<file path="config.mk">
export PLATFORM = sky130hd
export DESIGN_NAME = cfg_latch_bank
export DESIGN_NICKNAME = d
export VERILOG_FILES = /design/src/rtl/cfg_latch_pkg.sv /design/src/rtl/cfg_sync.sv /design/src/rtl/cfg_latch_slot.sv /design/src/rtl/cfg_latch_bank.sv
export SDC_FILE = /design/constraint.sdc
export NUM_CORES = 1
export LEC_CHECK = 0
export ABC_AREA = 1
export BUFFER_PORTS_ARGS = -buffer_cell sky130_fd_sc_hd__buf_2
export CAP_MARGIN = 10
export CORE_ASPECT_RATIO = 0.75
export CORE_MARGIN = 1
export CORE_UTILIZATION = 40
export CTS_CLUSTER_DIAMETER = 30
export DETAILED_ROUTE_END_ITERATION = 10
export PLACE_DENSITY = 0.68
export SLEW_MARGIN = 10
export SYNTH_ARGS = -nofsm -noshare
export SYNTH_HDL_FRONTEND = slang
export SYNTH_SLANG_ARGS = --single-unit
</file>
<file path="constraint.sdc">
create_clock -name clk_i -period 1.1 [get_ports clk_i]
set_input_delay 0.11 -clock clk_i [delete_from_list [all_inputs] [get_ports clk_i]]
set_output_delay 0.11 -clock clk_i [all_outputs]
set_load 0.05 [all_outputs]
</file>
<file path="src/rtl/cfg_latch_pkg.sv">
package cfg_latch_pkg;
  localparam int unsigned BUS_W  = 8;
  localparam int unsigned RX_CH  = 4;
  localparam int unsigned RX_OFS = 4;

  // strobe positions in the synchronised vector, above the bus bits
  typedef enum int unsigned {
    LE_DRV = 0,
    LE_ST  = 1,
    LE_RX  = 2,
    LE_NUM = 3
  } le_idx_e;
endpackage

</file>
<file path="src/rtl/cfg_sync.sv">
module cfg_sync #(
  parameter int unsigned W      = 1,
  parameter int unsigned STAGES = 2
) (
  input  logic         clk_i,
  input  logic [W-1:0] d_i,
  output logic [W-1:0] q_o
);
  logic [STAGES-1:0][W-1:0] stg_q;

  always_ff @(posedge clk_i) begin
    stg_q[0] <= d_i;
    for (int i = 1; i < STAGES; i++) stg_q[i] <= stg_q[i-1];
  end

  assign q_o = stg_q[STAGES-1];
endmodule

</file>
<file path="src/rtl/cfg_latch_slot.sv">
module cfg_latch_slot #(
  parameter int unsigned   W       = 8,
  parameter logic [W-1:0] RST_VAL = '1
) (
  input  logic         clk_i,
  input  logic         rst_ni,
  input  logic         le_i,
  input  logic [W-1:0] d_i,
  output logic [W-1:0] q_o
);
  logic [W-1:0] held_q;

  // open strobe wins over reset
  always_ff @(posedge clk_i) begin
    if (le_i)         held_q <= d_i;
    else if (!rst_ni) held_q <= RST_VAL;
  end

  assign q_o = le_i ? d_i : held_q;

  AST_FALL_NO_GLITCH: assert property (@(posedge clk_i) disable iff (!rst_ni)
    $fell(le_i) |-> $stable(q_o));

  AST_CAPTURE_LAST: assert property (@(posedge clk_i) disable iff (!rst_ni)
    $fell(le_i) |-> q_o == $past(d_i));

  AST_HOLD_CLOSED: assert property (@(posedge clk_i) disable iff (!rst_ni)
    (!le_i && $past(!le_i) && $past(rst_ni)) |-> $stable(q_o));

  AST_RST_DEFAULT: assert property (@(posedge clk_i) disable iff (!rst_ni)
    ($rose(rst_ni) && !le_i && $past(!le_i)) |-> q_o == RST_VAL);
endmodule

</file>
<file path="src/rtl/cfg_latch_bank.sv">
module cfg_latch_bank
  import cfg_latch_pkg::*;
#(
  parameter int unsigned BUS_WIDTH   = BUS_W,
  parameter int unsigned RX_CHANNELS = RX_CH,
  parameter int unsigned RX_BASE     = RX_OFS,
  parameter int unsigned SYNC_STAGES = 2
) (
  input  logic                   clk_i,
  input  logic                   rst_ni,
  input  logic [BUS_WIDTH-1:0]   bus_i,
  input  logic                   drv_le_i,
  input  logic                   st_le_i,
  input  logic                   rx_le_i,
  output logic [BUS_WIDTH-1:0]   drv_en_o,
  output logic [BUS_WIDTH-1:0]   st_norm_o,
  output logic [RX_CHANNELS-1:0] rx_pwr_o
);
  localparam int unsigned LE_CNT = int'(LE_NUM);
  localparam int unsigned SYNC_W = BUS_WIDTH + LE_CNT;

  logic [SYNC_W-1:0]    raw_in, sync_out;
  logic [BUS_WIDTH-1:0] bus_s;
  logic [LE_CNT-1:0]    le_s;

  assign raw_in = {rx_le_i, st_le_i, drv_le_i, bus_i};

  cfg_sync #(.W(SYNC_W), .STAGES(SYNC_STAGES)) u_sync (
    .clk_i (clk_i),
    .d_i   (raw_in),
    .q_o   (sync_out)
  );

  assign bus_s = sync_out[BUS_WIDTH-1:0];
  assign le_s  = sync_out[SYNC_W-1:BUS_WIDTH];

  cfg_latch_slot #(.W(BUS_WIDTH), .RST_VAL({BUS_WIDTH{1'b1}})) u_drv (
    .clk_i  (clk_i),
    .rst_ni (rst_ni),
    .le_i   (le_s[LE_DRV]),
    .d_i    (bus_s),
    .q_o    (drv_en_o)
  );

  cfg_latch_slot #(.W(BUS_WIDTH), .RST_VAL({BUS_WIDTH{1'b1}})) u_st (
    .clk_i  (clk_i),
    .rst_ni (rst_ni),
    .le_i   (le_s[LE_ST]),
    .d_i    (bus_s),
    .q_o    (st_norm_o)
  );

  cfg_latch_slot #(.W(RX_CHANNELS), .RST_VAL({RX_CHANNELS{1'b1}})) u_rx (
    .clk_i  (clk_i),
    .rst_ni (rst_ni),
    .le_i   (le_s[LE_RX]),
    .d_i    (bus_s[RX_BASE +: RX_CHANNELS]),
    .q_o    (rx_pwr_o)
  );

  initial begin
    AST_RX_FIELD_FITS: assert (RX_BASE + RX_CHANNELS <= BUS_WIDTH);
  end
endmodule

</file>
==> results.tsv <==
stage	metric	value	unit
clock_tree	cts_tree	yes	
synth	synthAdderAreaFrac	0	%
floorplan	ios	33	
finish	fin_nets	211	
route	drc_errors	0	
finish	antenna_cells	0	
clock_tree	cts-buffers-inserted	5	
grt	grt_max_degree	13	
clock_tree	htree_levels	2	
grt	grt_antenna_before_repair	0	
finish	drive_above_1_share	45.2	%
sta	setup_viol	20	
setup_path	r2r_slack	60	ps
outcome	outcome	complete, but fails checks	
setup_path	critical_path_class	register to output pin	
setup_path	critPathRequiredTime	990	ps
setup_path	r2r-end	u_st.held_q[0]	
route	drt_wl_total	2880	µm
setup_path	worstRegToRegCells	2	
sta	min_period	1200	ps
sta	fin_crit_sh	109	%
clock_tree	clockBufferDepth	2	
clock_tree	clk_latency	290	ps
floorplan	initial_core_util	43.5	%
clock_tree	clkTransAtPathRegs	70	ps
route	drt_iter0_drc	57	
floorplan	die_w	72.2	µm
synth	seq_area_frac_synth	70.4	%
sta	clock.fmax	835	MHz
route	ant_nets	0	
synth	yosys.area_share.xor_xnor	0	%
pwr	max-vdd-ir-drop	1.06	mV
floorplan	fp.dieH	54.7	µm
setup_path	crit_start	u_sync.q_o[9]	
synth	muxShareOfSynthArea	0	%
floorplan	row_count	18	
synth	syn_inst	141	
setup_path	worstSetupStartpointType	register	
sta	maxSlewViolCount	0	
floorplan	die_area	0.00395	mm²
run	maxCapViolations	0	
worst_hold_path	min_path_type	primary input to register	
synth	syn_nets	154	
grt	grt_pass1_wl	4240	µm
setup_path	r2r-start	u_sync.q_o[9]	
synth	synth_top_family_by_area	simple AND/OR/NAND/NOR gates	
synth	synthSimpleGateAreaFrac	22.4	%
clock_tree	cts_root_buffer	clkbuf_8	
grt	grt_usage	14.9	%
sta	fin_ws	-98.1	ps
grt	grt_pass1_vias	955	
finish	fill_cells	249	
sta	rsz0062_at_grt	yes	
synth	synth-compound-area-share	0	%
finish	final_cells	249	
route	dr.pass1.iters	4	
place	placed_cells	222	
synth	yosysUniqueCellTypes	11	
setup_path	critPathMaxFanout	7	
pwr	total_power	3.70	mW
sta	tns	-1200	ps
synth	syn_area	0.00148	mm²
place	portBuffers	32	
place	gp_congestion	0.865	
sta	finClkSkew	10.0	ps
synth	yosys_warnings	0	
finish	area_growth	49.7	%
setup_path	endpoint_kind	output pin	
route	wl_per_cell	11.6	µm
route	drt-vias-per-instance	4.30	
outcome	violations	setup timing	
synth	syn_avg_cell_area	10.5	µm²
clock_tree	clock_sinks	42	
route	dr_total_vias	1071	
sta	finalHoldViolCount	0	
sta	worstMarginPinSlew	338	ps
grt	grt_overflow	0	
finish	utilization	65.1	%
pwr	power.density	1670	mW/mm²
pwr	p_leak	1.02	nW
setup_path	cp-endpoint	st_norm_o[3]	
synth	ys_seq_elements	42	
floorplan	core_area	0.00340	mm²
setup_path	critPathArrivalTime	1090	ps
finish	most-common-layout-cells	nand2_1 (53), nand2_2 (29), edfxtp_1 (20)	
finish	final_common_cell	nand2_1	
place	hpwl	1830	µm
sta	maxSlewHeadroom	77.4	%
place	pre_cts_ws	49.4	ps
-- state kept, by name, summed over array words and instances (netlist names) --
name and count:
u_sync.q_o 11, u_sync.stg_q 11, u_drv.held_q 8, u_st.held_q 8
u_rx.held_q 4
-- Yosys cell counts, drive strengths merged --
cell,n,share of area (%)
edfxtp,20,41
nand2,83,22
inv,11,2.8
buf,5,4.4
dfxtp,22,30
-- cell families (layout without fill, tap and decap cells) --
logic type	count (synthesis)	in the layout
buf+inv	16	74
flops	42	42
simple gates	83	83
-- layer usage --
layer	share of wire, %	track usage, %	wire length, µm
met1	43	19.3	1250
met2	49	23.5	1420
met3	6.1	5.71	177
met4	1.0	4.58	29
met5	0	0	0
-- metrics by stage --
stage	hold WS, ps	area (µm²)
2_1_floorplan	138	1480
3_3_place_gp	212	1670
3_5_place_dp	214	1670
4_1_cts	236	2120
5_1_grt	244	2210
6_report	246	2210
-- how the worst min path moves through the flow --
stage | cells after the start | slack, ps | endpoint | from
final | 2 | 250 | u_rx.held_q[2] | rst_ni
after global routing | 2 | 240 | u_rx.held_q[2] | rst_ni
after CTS | 2 | 240 | u_rx.held_q[2] | rst_ni
after detailed placement | 1 | 210 | u_sync.stg_q[8] | drv_le_i
after global placement | 1 | 210 | u_sync.stg_q[7] | bus_i[7]
after floorplan | 0 | 140 | u_sync.stg_q[0] | bus_i[0]
-- power by group --
part | internal (mW) | switching [mW]
clock network | 0.679 | 0.482
registers | 1.75 | 0.0593
logic | 0.295 | 0.435
-- final cells by class --
cell class,count,area (µm²),share of cell area (%)
timing repair buffer,55,546,24.6
inverter,11,48.8,2.20
clock inverter,1,30.0,1.36
clock buffer,7,76.3,3.45
multi-input combinational,83,392,17.7
sequential,42,1060,47.9
tap,50,62.6,2.82
-- repair_timing --
item                                   CTS  global route
setup endpoints to repair               20            25
endpoints found under the hold margin   11             0
pin swaps                               12             9
cloned                                   1             0
gates resized for setup                 69            26
setup buffers                            4             3
hold buffers                            11             0
-- worst max-delay path, stage by stage, from the launching register on --
cell	delay, ps
dfxtp_4	380
buf_6	130
nand2_2	60
nand2_2	90
buf_8	140
Note: power is estimated with default switching activity, not from simulation.
